<file path="src/rtl/pds_pkg.sv">
package pds_pkg;

  typedef enum logic [1:0] {
    DS_OFF  = 2'b00,
    DS_ON   = 2'b01,
    DS_BUSY = 2'b10,
    DS_ERR  = 2'b11
  } domStat_e;

  typedef enum logic [2:0] {
    SEL_PWR1, SEL_PWR2, SEL_CLK, SEL_ISO, SEL_RST, SEL_SRAM, SEL_BUS
  } ctlSel_e;

  // One strobe set per cycle from the sequencer to the control-word datapath.
  typedef struct packed {
    logic    wrEn;
    ctlSel_e sel;
    logic    val;
    logic    tmrRun;
  } ctlStrb_t;

  typedef enum logic [4:0] {
    ST_OFF, ST_ON, ST_ERR,
    U_PWR1, U_PWR2, U_WPWR, U_CLK, U_ISO, U_RST, U_SRAM, U_WSRAM, U_BUS, U_WBUS,
    D_BUS, D_WBUS, D_SRAM, D_WSRAM, D_ISO, D_RST, D_CLK, D_PWR1, D_PWR2, D_WPWR
  } seqSt_e;

endpackage

</file>
<file path="src/rtl/pds_ctrl.sv">
module pds_ctrl
  import pds_pkg::*;
#(
  parameter bit HAS_SRAM_ACK = 1'b1,
  parameter bit HAS_BUS_PROT = 1'b1
) (
  input  logic     clk,
  input  logic     rst_n,
  input  logic     reqValid,
  input  logic     reqOn,
  input  logic     pwrUp,
  input  logic     pwrDown,
  input  logic     sramClr,
  input  logic     sramSet,
  input  logic     busAck,
  input  logic     tmrExp,
  output ctlStrb_t strb,
  output logic [1:0] domStat,
  output logic     timeoutErr
);

  localparam seqSt_e FIRST_DOWN = HAS_BUS_PROT ? D_BUS : D_SRAM;
  localparam seqSt_e UP_TAIL    = HAS_BUS_PROT ? U_BUS : ST_ON;

  seqSt_e st, nxt;
  logic   pend, pendOn, stable, take;

  assign stable = (st == ST_OFF) || (st == ST_ON) || (st == ST_ERR);
  assign take   = stable && pend;

  always_ff @(posedge clk or negedge rst_n) begin
    if (!rst_n) begin
      pend   <= 1'b0;
      pendOn <= 1'b0;
    end else if (reqValid) begin
      pend   <= 1'b1;
      pendOn <= reqOn;
    end else if (take) begin
      pend   <= 1'b0;
    end
  end

  function automatic ctlStrb_t wr(input ctlSel_e s, input logic v);
    ctlStrb_t r;
    r.wrEn = 1'b1; r.sel = s; r.val = v; r.tmrRun = 1'b0;
    return r;
  endfunction

  always_comb begin
    nxt  = st;
    strb = '0;
    unique case (st)
      ST_OFF:  if (take && pendOn)  nxt = U_PWR1;
      ST_ON:   if (take && !pendOn) nxt = FIRST_DOWN;
      ST_ERR:  if (take)            nxt = pendOn ? U_PWR1 : FIRST_DOWN;
      U_PWR1:  begin strb = wr(SEL_PWR1, 1'b1); nxt = U_PWR2; end
      U_PWR2:  begin strb = wr(SEL_PWR2, 1'b1); nxt = U_WPWR; end
      U_WPWR:  begin
        strb.tmrRun = 1'b1;
        if (pwrUp) nxt = U_CLK; else if (tmrExp) nxt = ST_ERR;
      end
      U_CLK:   begin strb = wr(SEL_CLK, 1'b0); nxt = U_ISO; end
      U_ISO:   begin strb = wr(SEL_ISO, 1'b0); nxt = U_RST; end
      U_RST:   begin strb = wr(SEL_RST, 1'b1); nxt = U_SRAM; end
      U_SRAM:  begin strb = wr(SEL_SRAM, 1'b0); nxt = HAS_SRAM_ACK ? U_WSRAM : UP_TAIL; end
      U_WSRAM: begin
        strb.tmrRun = 1'b1;
        if (sramClr) nxt = UP_TAIL; else if (tmrExp) nxt = ST_ERR;
      end
      U_BUS:   begin strb = wr(SEL_BUS, 1'b0); nxt = U_WBUS; end
      U_WBUS:  begin
        strb.tmrRun = 1'b1;
        if (!busAck) nxt = ST_ON; else if (tmrExp) nxt = ST_ERR;
      end
      D_BUS:   begin strb = wr(SEL_BUS, 1'b1); nxt = D_WBUS; end
      D_WBUS:  begin
        strb.tmrRun = 1'b1;
        if (busAck) nxt = D_SRAM; else if (tmrExp) nxt = ST_ERR;
      end
      D_SRAM:  begin strb = wr(SEL_SRAM, 1'b1); nxt = HAS_SRAM_ACK ? D_WSRAM : D_ISO; end
      D_WSRAM: begin
        strb.tmrRun = 1'b1;
        if (sramSet) nxt = D_ISO; else if (tmrExp) nxt = ST_ERR;
      end
      D_ISO:   begin strb = wr(SEL_ISO, 1'b1); nxt = D_RST; end
      D_RST:   begin strb = wr(SEL_RST, 1'b0); nxt = D_CLK; end
      D_CLK:   begin strb = wr(SEL_CLK, 1'b1); nxt = D_PWR1; end
      D_PWR1:  begin strb = wr(SEL_PWR1, 1'b0); nxt = D_PWR2; end
      D_PWR2:  begin strb = wr(SEL_PWR2, 1'b0); nxt = D_WPWR; end
      D_WPWR:  begin
        strb.tmrRun = 1'b1;
        if (pwrDown) nxt = ST_OFF; else if (tmrExp) nxt = ST_ERR;
      end
      default: nxt = ST_ERR;
    endcase
  end

  // Reset lands directly on the first power-up step: the island comes up unasked.
  always_ff @(posedge clk or negedge rst_n) begin
    if (!rst_n) st <= U_PWR1;
    else        st <= nxt;
  end

  always_comb begin
    unique case (st)
      ST_OFF:  domStat = DS_OFF;
      ST_ON:   domStat = DS_ON;
      ST_ERR:  domStat = DS_ERR;
      default: domStat = DS_BUSY;
    endcase
  end
  assign timeoutErr = (st == ST_ERR);

  // a request seen while busy stays pending until a stable state.
  a_r10_pend_held: assert property (@(posedge clk) disable iff (!rst_n)
    (pend && !stable && !reqValid) |=> pend)
    else $error("a_r10_pend_held");

endmodule

</file>
<file path="src/rtl/pds_dpath.sv">
module pds_dpath
  import pds_pkg::*;
#(
  parameter int SRAM_W      = 4,
  parameter int ACK_W       = 4,
  parameter int TIMEOUT_CYC = 1024,
  parameter bit HAS_SRAM_ACK = 1'b1,
  parameter bit HAS_BUS_PROT = 1'b1
) (
  input  logic              clk,
  input  logic              rst_n,
  input  ctlStrb_t          strb,
  input  logic              pwrAck,
  input  logic              pwrAck2,
  input  logic [ACK_W-1:0]  sramAck,
  output logic              rstNQ,
  output logic              isoQ,
  output logic              pwr1Q,
  output logic              pwr2Q,
  output logic              clkDisQ,
  output logic [SRAM_W-1:0] sramQ,
  output logic              busQ,
  output logic              pwrUp,
  output logic              pwrDown,
  output logic              sramClr,
  output logic              sramSet,
  output logic              tmrExp
);

  localparam int TW = $clog2(TIMEOUT_CYC + 1);

  logic [TW-1:0] tmr;

  always_ff @(posedge clk or negedge rst_n) begin
    if (!rst_n) begin
      rstNQ   <= 1'b0;
      isoQ    <= 1'b1;
      pwr1Q   <= 1'b0;
      pwr2Q   <= 1'b0;
      clkDisQ <= 1'b1;
      sramQ   <= '1;
    end else if (strb.wrEn) begin
      unique case (strb.sel)
        SEL_PWR1: pwr1Q   <= strb.val;
        SEL_PWR2: pwr2Q   <= strb.val;
        SEL_CLK:  clkDisQ <= strb.val;
        SEL_ISO:  isoQ    <= strb.val;
        SEL_RST:  rstNQ   <= strb.val;
        SEL_SRAM: sramQ   <= {SRAM_W{strb.val}};
        default:  ;
      endcase
    end
  end

  generate
    if (HAS_BUS_PROT) begin : g_bus
      always_ff @(posedge clk or negedge rst_n) begin
        if (!rst_n)                                  busQ <= 1'b1;
        else if (strb.wrEn && strb.sel == SEL_BUS)   busQ <= strb.val;
      end
    end else begin : g_nobus
      assign busQ = 1'b0;
    end
  endgenerate

  always_ff @(posedge clk or negedge rst_n) begin
    if (!rst_n)            tmr <= '0;
    else if (!strb.tmrRun) tmr <= '0;
    else                   tmr <= tmr + TW'(1);
  end

  assign tmrExp  = strb.tmrRun && (tmr == TW'(TIMEOUT_CYC - 1));
  assign pwrUp   = pwrAck && pwrAck2;
  assign pwrDown = !pwrAck && !pwrAck2;
  assign sramClr = (sramAck == '0);
  assign sramSet = (sramAck == '1);

  logic [6:0] ctlWord;
  assign ctlWord = {busQ, sramQ[0], clkDisQ, pwr2Q, pwr1Q, isoQ, rstNQ};

  a_r2_one_step: assert property (@(posedge clk) disable iff (!rst_n)
    $countones(ctlWord ^ $past(ctlWord)) <= 1)
    else $error("a_r2_one_step");

  a_r3_clk_after_pwr: assert property (@(posedge clk) disable iff (!rst_n)
    $fell(clkDisQ) |-> (pwr1Q && pwr2Q && pwrAck && pwrAck2))
    else $error("a_r3_clk_after_pwr");

  a_r4_rst_after_iso: assert property (@(posedge clk) disable iff (!rst_n)
    $rose(rstNQ) |-> (!isoQ && !clkDisQ))
    else $error("a_r4_rst_after_iso");

  a_r5_bus_last: assert property (@(posedge clk) disable iff (!rst_n)
    $fell(busQ) |-> (rstNQ && sramQ == '0 && (!HAS_SRAM_ACK || sramAck == '0)))
    else $error("a_r5_bus_last");

  a_r6_iso_after_sram: assert property (@(posedge clk) disable iff (!rst_n)
    $rose(isoQ) |-> ((&sramQ) && (!HAS_SRAM_ACK || (&sramAck)) && (!HAS_BUS_PROT || busQ)))
    else $error("a_r6_iso_after_sram");

  a_r7_pwr_drop: assert property (@(posedge clk) disable iff (!rst_n)
    $fell(pwr1Q) |-> (!rstNQ && isoQ && clkDisQ))
    else $error("a_r7_pwr_drop");

endmodule

</file>
<file path="src/rtl/pwr_dom_seq.sv">
module pwr_dom_seq
  import pds_pkg::*;
#(
  parameter int SRAM_W       = 4,
  parameter int ACK_W        = 4,
  parameter int TIMEOUT_CYC  = 1024,
  parameter bit HAS_SRAM_ACK = 1'b1,
  parameter bit HAS_BUS_PROT = 1'b1
) (
  input  logic              clk,
  input  logic              rst_n,
  input  logic              reqValid,
  input  logic              reqOn,
  input  logic              pwrAck,
  input  logic              pwrAck2,
  input  logic [ACK_W-1:0]  sramAck,
  input  logic              busProtAck,
  output logic              domRstN,
  output logic              domIso,
  output logic              pwrOn,
  output logic              pwrOn2,
  output logic              clkDis,
  output logic [SRAM_W-1:0] sramPdn,
  output logic              busProtReq,
  output logic [1:0]        domStat,
  output logic              timeoutErr
);

  ctlStrb_t strb;
  logic pwrUp, pwrDown, sramClr, sramSet, tmrExp;

  pds_ctrl #(
    .HAS_SRAM_ACK(HAS_SRAM_ACK),
    .HAS_BUS_PROT(HAS_BUS_PROT)
  ) i_ctrl (
    .clk(clk), .rst_n(rst_n), .reqValid(reqValid), .reqOn(reqOn),
    .pwrUp(pwrUp), .pwrDown(pwrDown), .sramClr(sramClr), .sramSet(sramSet),
    .busAck(busProtAck), .tmrExp(tmrExp), .strb(strb),
    .domStat(domStat), .timeoutErr(timeoutErr)
  );

  pds_dpath #(
    .SRAM_W(SRAM_W), .ACK_W(ACK_W), .TIMEOUT_CYC(TIMEOUT_CYC),
    .HAS_SRAM_ACK(HAS_SRAM_ACK), .HAS_BUS_PROT(HAS_BUS_PROT)
  ) i_dpath (
    .clk(clk), .rst_n(rst_n), .strb(strb),
    .pwrAck(pwrAck), .pwrAck2(pwrAck2), .sramAck(sramAck),
    .rstNQ(domRstN), .isoQ(domIso), .pwr1Q(pwrOn), .pwr2Q(pwrOn2),
    .clkDisQ(clkDis), .sramQ(sramPdn), .busQ(busProtReq),
    .pwrUp(pwrUp), .pwrDown(pwrDown), .sramClr(sramClr), .sramSet(sramSet),
    .tmrExp(tmrExp)
  );

  // once in error and still in error, every control output is frozen.
  a_r8_err_frozen: assert property (@(posedge clk) disable iff (!rst_n)
    (domStat == DS_ERR && $past(domStat) == DS_ERR) |->
      $stable({domRstN, domIso, pwrOn, pwrOn2, clkDis, sramPdn, busProtReq}))
    else $error("a_r8_err_frozen");

endmodule

</file>
<file path="config.mk">
export PLATFORM = sky130hd
export DESIGN_NAME = pwr_dom_seq
export DESIGN_NICKNAME = d
export VERILOG_FILES = /design/src/rtl/pds_pkg.sv /design/src/rtl/pds_ctrl.sv /design/src/rtl/pds_dpath.sv /design/src/rtl/pwr_dom_seq.sv
export SDC_FILE = /design/constraint.sdc
export NUM_CORES = 1
export LEC_CHECK = 0
export BUFFER_PORTS_ARGS = -buffer_cell sky130_fd_sc_hd__buf_4
export CAP_MARGIN = 10
export CORE_ASPECT_RATIO = 0.7
export CORE_MARGIN = 4
export CORE_UTILIZATION = 40
export DETAILED_ROUTE_END_ITERATION = 8
export PLACE_DENSITY = 0.55
export REMOVE_ABC_BUFFERS = 1
export SYNTH_ARGS = -nofsm -noshare
export SYNTH_HDL_FRONTEND = slang
export SYNTH_SLANG_ARGS = --single-unit
</file>
<file path="constraint.sdc">
create_clock -name clk -period 2.13 [get_ports clk]
set_input_delay 0 -clock clk [delete_from_list [all_inputs] [get_ports clk]]
set_output_delay 0 -clock clk [all_outputs]
set_load 0.005 [all_outputs]
</file>
==> run_results.csv, run 1 <==
group,metric,value,unit
route,wire_per_inst,15.8,um
logic_synthesis,syn-mean-instance-area,8.11,um^2
sta,fmax,0.491,GHz
sta,min_period,2.04,ns
cts,cts_setup_buffers,0,
min_path,hold_start,"pwrAck2",
worst_setup_path,crit_arrival,2.24,ns
power_and_ir_drop,p_per_area,1420,nW/um^2
logic_synthesis,postSynthCellCount,210,
flow_run,maxCapViolCount,0,
worst_setup_path,crit_required,2.33,ns
power_and_ir_drop,peakVddDrop,0.699,mV
cts,cts_buffers,3,
route,drt-initial-drc-count,174,
sta,slew_violations,0,
power_and_ir_drop,p_leak,0.860,nW
power_and_ir_drop,combPwrFrac,0.619,
worst_setup_path,crit_start,"i_ctrl.st[0]",
logic_synthesis,synth_cell_types,55,
grt,grt_use_total,0.182,
cts,clock_path_buffers,2,
floorplanning,coreArea,4020,um^2
power_and_ir_drop,fin_total_pwr,3.01,mW
route,wl,4710,um
power_and_ir_drop,seqPwrFrac,0.286,
placed_design,io_buffers,23,
cts,clock_latency,0.27,ns
placed_design,gp_congestion,0.898,
grt,grt_pass1_wl,7870,um
route,vias_per_cell,5.67,
final_layout,drive_above_1_share,0.263,
final_layout,syn_to_final_growth,24.1,%
status,status,"completed",
sta,setup_violations,0,
cts,clock_sinks,25,
floorplanning,start_util,0.424,
floorplanning,rows,19,
power_and_ir_drop,p_clk_frac,0.095,
logic_synthesis,yosysWarnings,0,
route,first_pass_iters,4,
logic_synthesis,synth_edf_count,0,
sta,skew,0.00901,ns
route,vias,1695,
power_and_ir_drop,internal-power,1.63,mW
worst_setup_path,slowest_stage,"dfstp_2",
final_layout,nets,260,
grt,grt_max_degree,26,
worst_setup_path,start_kind,"flip-flop",
logic_synthesis,synth.area.top_cells,"dfrtp_1, dfstp_2, o21ai_0",
floorplanning,dieArea,5390,um^2
worst_setup_path,max_stage_delay,0.67,ns
floorplanning,die_x,86.0,um
grt,antenna_found_initial,0,
worst_setup_path,worstPathMaxFanout,12,
sta,worstMarginPinSlew,0.443,ns
logic_synthesis,syn_area,1700,um^2
sta,hold_viol,0,
worst_setup_path,critical_path_class,"flip-flop to flip-flop",
route,drcViolationCount,0,
final_layout,diodes,0,
logic_synthesis,ys_ff_latch,25,
logic_synthesis,async_flop_share,1.00,
sta,hold_slack,0.0967,ns
placed_design,postPlaceCellArea,2040,um^2
grt,grt_overflow,0,
cts,cts_max_level,1,
route,drtAntennaViolNets,0,
floorplanning,die_h,62.6,um
sta,maxSlewHeadroom,0.702,
final_layout,fin_area,2110,um^2
worst_setup_path,timing.rr.start,"i_ctrl.st[0]",
placed_design,dp_hpwl,3560,um
worst_setup_path,cp_cell_sequence,"nand4b_1 -> nor3_1 -> or4_4 -> a2bb2oi_1 -> o41a_1",
cts,tritoncts,"yes",
cts,clockRootBuffer,"clkbuf_8",
sta,tns,0,ns
power_and_ir_drop,swShare,0.458,
min_path,min_path_type,"input port to flip-flop",
final_layout,postLayoutCoreUtil,0.526,
worst_setup_path,worstSetupEndpointType,"flip-flop",
logic_synthesis,ys_seq_area_frac,0.372,
sta,rsz0062_at_grt,"no",
floorplanning,io_pins,24,
sta,min_period_over_period,0.957,
cts,clk_pin_slew,0.09,ns
logic_synthesis,synth_flop_cell,"dfrtp_1",
power_and_ir_drop,p_sw,1.38,mW
logic_synthesis,yosysTopAreaCell,"dfrtp_1",
logic_synthesis,synth_top_area_share,0.279,
grt,grt_pass1_vias,1620,
[metal layers]
metal / track usage / vias to the layer above / wire length, um
met5: 0 / - / 0
met4: 0.0553 / 0 / 38
met3: 0.0606 / 4 / 407
met2: 0.244 / 63 / 1930
met1: 0.270 / 790 / 2340
li1: - / 838 / -
[power groups by stage]
stage	Combinational, mW	Sequential, mW	Clock, mW
floorplan	0.923	0.903	0
global placement	1.83	0.843	0
detailed placement	1.82	0.855	0
CTS	1.84	0.848	0.300
global route	2.06	0.886	0.322
finish	1.86	0.859	0.286
[flip-flops by register name (all words and copies together) (netlist names)]
| name | cells |
|---|---|
| i_dpath.busQ | 1 |
| i_ctrl.st | 5 |
| i_ctrl.pendOn | 1 |
| i_dpath.tmr | 11 |
| i_dpath.isoQ | 1 |
| i_dpath.pwr2Q | 1 |
| i_dpath.clkDisQ | 1 |
| i_dpath.sramQ | 1 |
| i_ctrl.pend | 1 |
| i_dpath.pwr1Q | 1 |
| i_dpath.rstNQ | 1 |
[critical path, delay by kind of cell (launching register included)]
| family | cells | cell delay, ns |
|---|---|---|
| AO/OA/AOI/OAI | 2 | 0.53 |
| flip-flops | 1 | 0.67 |
| AND/OR/NAND/NOR | 3 | 0.77 |
[stage by stage]
stage / instances / worst slack [ns]
finish: 299 / 0.0920
global route: 299 / 0.0162
CTS: 299 / 0.0773
detailed placement: 292 / 0.0907
global placement: 292 / 0.139
floorplan: 194 / 0.00304
[area by class of cell]
class,count,area [um^2]
tap,52,65.1
multi-input combinational,162,955
fill,384,1900
sequential,25,636
timing repair buffer,49,388
clock buffer,4,45.0
inverter,7,26.3
[cell families (layout without fill, tap and decap cells)]
| group | after synthesis | after routing | synth area share |
|---|---|---|---|
| xor gates and xnor gates | 10 | 10 | 0.0514 |
| muxes | 1 | 1 | 0.00661 |
| adders and majority gates | 1 | 1 | 0.00734 |
| and+or+nand+nor | 82 | 82 | 0.245 |
| DFF | 25 | 25 | 0.372 |
| AOI/OAI and AO/OA | 68 | 68 | 0.250 |
| buffers and inverters | 23 | 60 | 0.0683 |
[synthesized netlist by cell type (all sizes together), types with 6 or more instances]
cell,number
nor3,6
xor2,7
inv,6
a21oi,14
dfrtp,19
nand2,21
nand3,10
dfstp,6
clkbuf,6
nor2,23
o21ai,21
buf,10
a31oi,8
[cell usage in the layout, fill, tap and decap left out, types with 3 or more instances in the layout]
master          n
xor2_1          7
a21oi_1        14
a31oi_1         8
nor3_1          6
xnor2_1         3
dlygate4sd3_1   3
nand3_1        10
nand2b_1        3
clkbuf_8        3
nand2_1        21
dfrtp_1        17
dfstp_2         6
nor4_1          3
inv_1           5
buf_4          45
o31ai_1         3
o21ai_0        20
nor2_1         21
o22ai_1         5
[worst paths after layout]
check | end | slack (ns) | depth (start not counted)
max | i_ctrl.st[1] | 0.09 | 5
max reg2reg | i_ctrl.st[1] | 0.09 | 5
max in group asynchronous | i_dpath.busQ | 1.66 | 2
min reg2reg | i_dpath.busQ | 0.50 | 2
min | i_ctrl.st[2] | 0.1 | 3
min in group asynchronous | i_dpath.tmr[6] | 0.17 | 2
[timing repair]
| action | CTS | global route |
|---|---|---|
| hold buffers | 3 | 0 |
| endpoints found under the hold margin | 27 | 0 |
| resized for setup | 0 | 2 |
| endpoints found under the setup margin | 0 | 1 |
Note: power is estimated with default switching activity, not from simulation.
==> run 2, diff against run 1 <==
- ABC_AREA: default -> 1
==> run_results.csv, run 2 <==
group,metric,value,unit
status,status,"completed",
power_and_ir_drop,swShare,0.485,
placed_design,dp_hpwl,3890,um
logic_synthesis,yosys.cell_count.top_type,"nand2_1",
final_layout,fillers,417,
sta,hold_viol,0,
cts,clock_path_buffers,2,
power_and_ir_drop,p_per_area,1270,nW/um^2
route,wl,4790,um
final_layout,multi_input_area,993,um^2
cts,clk_pin_slew,0.09,ns
final_layout,seq_area,633,um^2
worst_setup_path,crit_start,"i_ctrl.st[1]",
worst_setup_path,timing.rr.start,"i_ctrl.st[1]",
worst_setup_path,reg2regPathDepth,10,
power_and_ir_drop,internal-power,1.36,mW
power_and_ir_drop,p_sw,1.28,mW
floorplanning,io_pins,24,
sta,skew,0.00748,ns
cts,cts_resized,0,
cts,clock_latency,0.27,ns
route,drt-initial-drc-count,217,
final_layout,syn_to_final_growth,17.0,%
route,vias,1723,
logic_synthesis,synth_flop_cell,"dfrtp_1",
sta,min_period,1.95,ns
worst_setup_path,crit_required,2.35,ns
floorplanning,die_x,87.7,um
logic_synthesis,synthXorXnorAreaFrac,0.00492,
logic_synthesis,yosysWarnings,0,
placed_design,io_buffers,23,
grt,antenna_found_initial,0,
logic_synthesis,synthMuxAreaShare,0,
final_layout,top_register,"i_dpath.tmr",
floorplanning,start_util,0.433,
power_and_ir_drop,peakVddDrop,0.672,mV
grt,grt_pass1_vias,1608,
floorplanning,dieArea,5600,um^2
cts,clock_sinks,25,
sta,min_period_over_period,0.913,
worst_setup_path,critical_path_class,"flip-flop to flip-flop",
logic_synthesis,synth_top_area_share,0.267,
logic_synthesis,ys_ff_latch,25,
logic_synthesis,synthAdderAreaFrac,0.00703,
cts,tritoncts,"yes",
route,drcViolationCount,0,
grt,grt_max_degree,26,
sta,maxSlewHeadroom,0.613,
floorplanning,rows,19,
worst_setup_path,worstPathMaxFanout,12,
sta,rsz0062_at_grt,"no",
route,wire_per_inst,14.3,um
min_path,min_path_type,"input port to asynchronous set/reset pin",
logic_synthesis,synth_compound_area_frac,0.0949,
cts,cts_setup_buffers,0,
sta,fmax,0.514,GHz
cts,cts_max_level,1,
final_layout,top_regs,"i_dpath.tmr x11, i_ctrl.st x5",
cts,clockRootBuffer,"clkbuf_8",
flow_run,maxCapViolCount,0,
final_layout,drive_above_1_share,0.239,
cts,cts_buffers,3,
placed_design,gp_congestion,1.02,
floorplanning,die_h,63.8,um
route,drtAntennaViolNets,0,
logic_synthesis,synth_cell_types,35,
logic_synthesis,ys_seq_area_frac,0.356,
final_layout,diodes,0,
grt,grt_overflow,0,
logic_synthesis,syn-mean-instance-area,6.95,um^2
route,vias_per_cell,5.13,
sta,setup_violations,0,
final_layout,layout.cells.non_filler,336,
final_layout,nets,297,
final_layout,largest_reg_flops,11,
grt,grt_pass1_wl,8020,um
final_layout,layout_common_cells,"nand2_1, nor2_1, buf_4",
final_layout,final_common_cell,"nand2_1",
worst_setup_path,start_kind,"flip-flop",
sta,tns,0,ns
power_and_ir_drop,combPwrFrac,0.599,
sta,slew_violations,0,
floorplanning,coreArea,4110,um^2
logic_synthesis,postSynthCellCount,256,
logic_synthesis,async_flop_share,1.00,
worst_setup_path,r2r_slack,0.18,ns
placed_design,dp_cells,329,
worst_setup_path,worstSetupEndpointType,"flip-flop",
grt,grt_use_total,0.182,
sta,worstMarginPinSlew,0.580,ns
logic_synthesis,synth_common_cells,"nand2_1, nor2_1, nand3_1",
power_and_ir_drop,seqPwrFrac,0.295,
logic_synthesis,synthSimpleGateAreaFrac,0.451,
power_and_ir_drop,p_clk_frac,0.106,
route,first_pass_iters,4,
logic_synthesis,yosysTopAreaCell,"dfrtp_1",
power_and_ir_drop,p_leak,1.04,nW
logic_synthesis,synth_edf_count,0,
logic_synthesis,synth_top_family_by_area,"simple AND/OR/NAND/NOR gates",
worst_setup_path,crit_arrival,2.16,ns
logic_synthesis,synth.area.top_cells,"dfrtp_1, nand2_1, dfstp_2",
logic_synthesis,syn_area,1780,um^2
## run 2: cell types whose count changed after synthesis, sizes merged, moves of 5 or more
cell and delta:
a31oi -8, clkbuf -6, inv +18, nand2 +55
nand3 +16, nand4 +7, nor2 +26, o21ai -16
o22ai -5, xor2 -7
## run 2: final timing paths
| kind | to |
|---|---|
| worst max-delay path | i_ctrl.st[1] |
| worst min-delay path | i_ctrl.st[2] |
| worst max register to register | i_ctrl.st[1] |
| worst min register to register | i_dpath.tmr[0] |
| max in group asynchronous | i_dpath.busQ |
| min in group clk | i_ctrl.st[0] |
## run 2: cells by family after synthesis
logic type,Yosys count
fa+ha+maj,1
xor+xnor,1
simple gates,171
compound gates,26
buf+inv,32
flops,25
## run 2: routing by layer
layer	up-vias	part of all wire	wire length, um	global-route usage
met2	75	0.38	1810	0.242
met1	755	0.52	2480	0.291
met5	-	0	0	0
li1	889	-	-	-
met3	4	0.098	470	0.0513
met4	0	0.0056	27	0.0287
## run 2: critical path: stages (launching register included)
cell and delay, ns:
dfstp_2 0.64, inv_4 0.08, nand2_4 0.10, inv_4 0.06
nand2_2 0.09, nand2_2 0.10, nor2_2 0.49, nand3_1 0.15
nand3_1 0.11, nand2_1 0.05, nand2_1 0.05
## run 2: per-stage QoR
stage	hold slack [ns]	setup WS, ns	cell area [um^2]	total power, mW	utilization
2_1_floorplan	-0.296	0.483	1730	1.77	-
3_3_place_gp	-0.0778	0.205	2000	2.41	0.487
3_5_place_dp	-0.0689	0.182	2000	2.35	0.487
4_1_cts	0.167	0.155	2080	2.66	0.507
5_1_grt	0.180	0.0300	2080	2.92	0.507
6_report	0.168	0.185	2080	2.65	0.507
## run 2: area by class of cell
| class | instances | share of cell area |
|---|---|---|
| flip-flops and latches | 25 | 0.304 |
| well taps | 52 | 0.0312 |
| multi-input cells | 199 | 0.477 |
| clock inverters | 1 | 0.00360 |
| clock buffers | 3 | 0.0198 |
| inverters | 25 | 0.0492 |
| repair buffers | 31 | 0.115 |
## run 2: power by group through the flow
| stage | clock network, mW | logic, mW | registers [mW] |
|---|---|---|---|
| after floorplan | 0 | 0.980 | 0.791 |
| after global placement | 0 | 1.61 | 0.791 |
| after detailed placement | 0 | 1.56 | 0.789 |
| after CTS | 0.300 | 1.58 | 0.781 |
| after global routing | 0.317 | 1.80 | 0.804 |
| final | 0.281 | 1.58 | 0.781 |
## run 2: repair_timing
item                                    in CTS  in global routing
hold endpoints to repair                    27                  0
endpoints found under the setup margin       0                  0
hold buffers                                 3                  0
==> run 3, diff against run 2 <==
- PLACE_DENSITY: 0.55 -> default
==> run_results.csv, run 3 (synthesis results as in run 2) <==
group,metric,value,unit
status,status,"completed",
final_layout,nets,293,
worst_setup_path,crit_arrival,1.99,ns
final_layout,top_register,"i_dpath.tmr",
route,drtAntennaViolNets,0,
floorplanning,die_x,87.7,um
grt,grt_max_degree,26,
route,first_pass_iters,5,
final_layout,syn_to_final_growth,15.4,%
sta,worstMarginPinSlew,0.343,ns
route,wl,4650,um
worst_setup_path,slowest_stage,"dfrtp_1",
sta,tns,0,ns
power_and_ir_drop,p_per_area,1260,nW/um^2
cts,clockRootBuffer,"clkbuf_8",
worst_setup_path,crit_family,"simple AND/OR/NAND/NOR gates",
worst_setup_path,start_kind,"flip-flop",
worst_setup_path,worstPathBufferInverterCount,1,
final_layout,fillers,417,
cts,cts_max_level,1,
final_layout,top_regs,"i_dpath.tmr x11, i_ctrl.st x5",
final_layout,largest_reg_flops,11,
cts,clk_pin_slew,0.08,ns
worst_setup_path,timing.rr.start,"i_ctrl.st[2]",
route,drt-initial-drc-count,199,
grt,grt_overflow,0,
final_layout,diodes,0,
floorplanning,dieArea,5600,um^2
final_layout,drive_above_1_share,0.225,
sta,setup_violations,0,
placed_design,gp_congestion,0.985,
floorplanning,coreArea,4110,um^2
power_and_ir_drop,peakVddDrop,0.630,mV
grt,grt_pass1_wl,7520,um
floorplanning,rows,19,
sta,hold_slack,0.157,ns
sta,rsz0062_at_grt,"no",
worst_setup_path,worstPathMaxFanout,8,
cts,clock_sinks,25,
final_layout,final_common_cell,"nand2_1",
sta,maxSlewHeadroom,0.772,
route,vias,1711,
cts,clock_path_buffers,2,
grt,antenna_found_initial,0,
placed_design,dp_hpwl,3720,um
route,wire_per_inst,14.0,um
cts,cts_buffers,3,
final_layout,layout_common_cells,"nand2_1, nor2_1, buf_4",
placed_design,io_buffers,23,
sta,min_period_over_period,0.848,
worst_setup_path,critical_path_class,"flip-flop to flip-flop",
route,vias_per_cell,5.15,
worst_setup_path,worstSetupEndpointType,"flip-flop",
floorplanning,io_pins,24,
sta,slew_violations,0,
sta,hold_viol,0,
sta,min_period,1.81,ns
route,drcViolationCount,0,
worst_setup_path,cp_cell_sequence,"inv_1 -> nand2_1 -> nor2_1 -> nand2_1 -> o21ai_2 -> nand2_1 -> nor3b_1 -> a21oi_1",
cts,clock_latency,0.26,ns
worst_setup_path,crit_start,"i_ctrl.st[2]",
grt,grt_pass1_vias,1575,
flow_run,maxCapViolCount,0,
sta,skew,0.00395,ns
sta,fmax,0.554,GHz
worst_setup_path,max_stage_delay,0.49,ns
worst_setup_path,cpMostUsedCell,"nand2_1",
power_and_ir_drop,p_leak,1.02,nW
min_path,min_path_type,"input port to asynchronous set/reset pin",
grt,grt_use_total,0.170,
cts,tritoncts,"yes",
worst_setup_path,crit_required,2.31,ns
floorplanning,die_h,63.8,um
floorplanning,start_util,0.433,
run 3: changes by cell type in the layout (fill, tap and decap cells not counted):
cell / change
nor2_2: -1
clkbuf_1: +1
buf_4: -4
clkinvlp_4: -1
nor2_4: +1
run 3: layout make-up:
type | count | area [um^2] | area share
Multi-Input combinational cell | 199 | 998 | 0.486
Tap cell | 52 | 65.1 | 0.0317
Timing Repair Buffer | 27 | 210 | 0.102
Sequential cell | 25 | 633 | 0.308
Clock buffer | 4 | 45.0 | 0.0219
Inverter | 25 | 103 | 0.0499
run 3: path summary, 6_finish.rpt:
check | end | slack (ns) | cells after the start
worst min-delay path | i_ctrl.st[4] | 0.16 | 2
max in group asynchronous | i_ctrl.st[1] | 1.67 | 2
worst max-delay path | i_ctrl.st[3] | 0.32 | 8
worst min register to register | i_dpath.clkDisQ | 0.47 | 2
worst max register to register | i_ctrl.st[3] | 0.32 | 8
min in group clk | i_ctrl.st[0] | 0.16 | 6
run 3: repair_timing:
| action | 4_1_cts | 5_1_grt |
|---|---|---|
| endpoints found under the hold margin | 27 | 0 |
| gates resized for setup | 0 | 1 |
| buffers inserted | 0 | 0 |
| endpoints found under the setup margin | 0 | 1 |
| hold buffers | 3 | 0 |
run 3: per-stage QoR:
| stage | setup WS, ns | cell area (um^2) | util | power [mW] | cells |
|---|---|---|---|---|---|
| 2_1_floorplan | 0.483 | 1730 | - | 1.77 | 249 |
| 3_3_place_gp | 0.254 | 1970 | 0.480 | 2.31 | 325 |
| 3_5_place_dp | 0.226 | 1970 | 0.480 | 2.30 | 325 |
| 4_1_cts | 0.199 | 2050 | 0.498 | 2.59 | 332 |
| 5_1_grt | 0.148 | 2050 | 0.500 | 2.85 | 332 |
| 6_report | 0.324 | 2050 | 0.500 | 2.60 | 332 |
run 3: routing by layer:
metal  GRT usage  share of wire
met1       0.281           0.52
met2       0.219           0.39
met3      0.0449          0.085
met4      0.0230         0.0041
met5           0              0
run 3: power by group:
group	switching (mW)	internal [mW]
Clock	0.139	0.133
Combinational	0.937	0.563
Sequential	0.184	0.639
Total	1.26	1.34
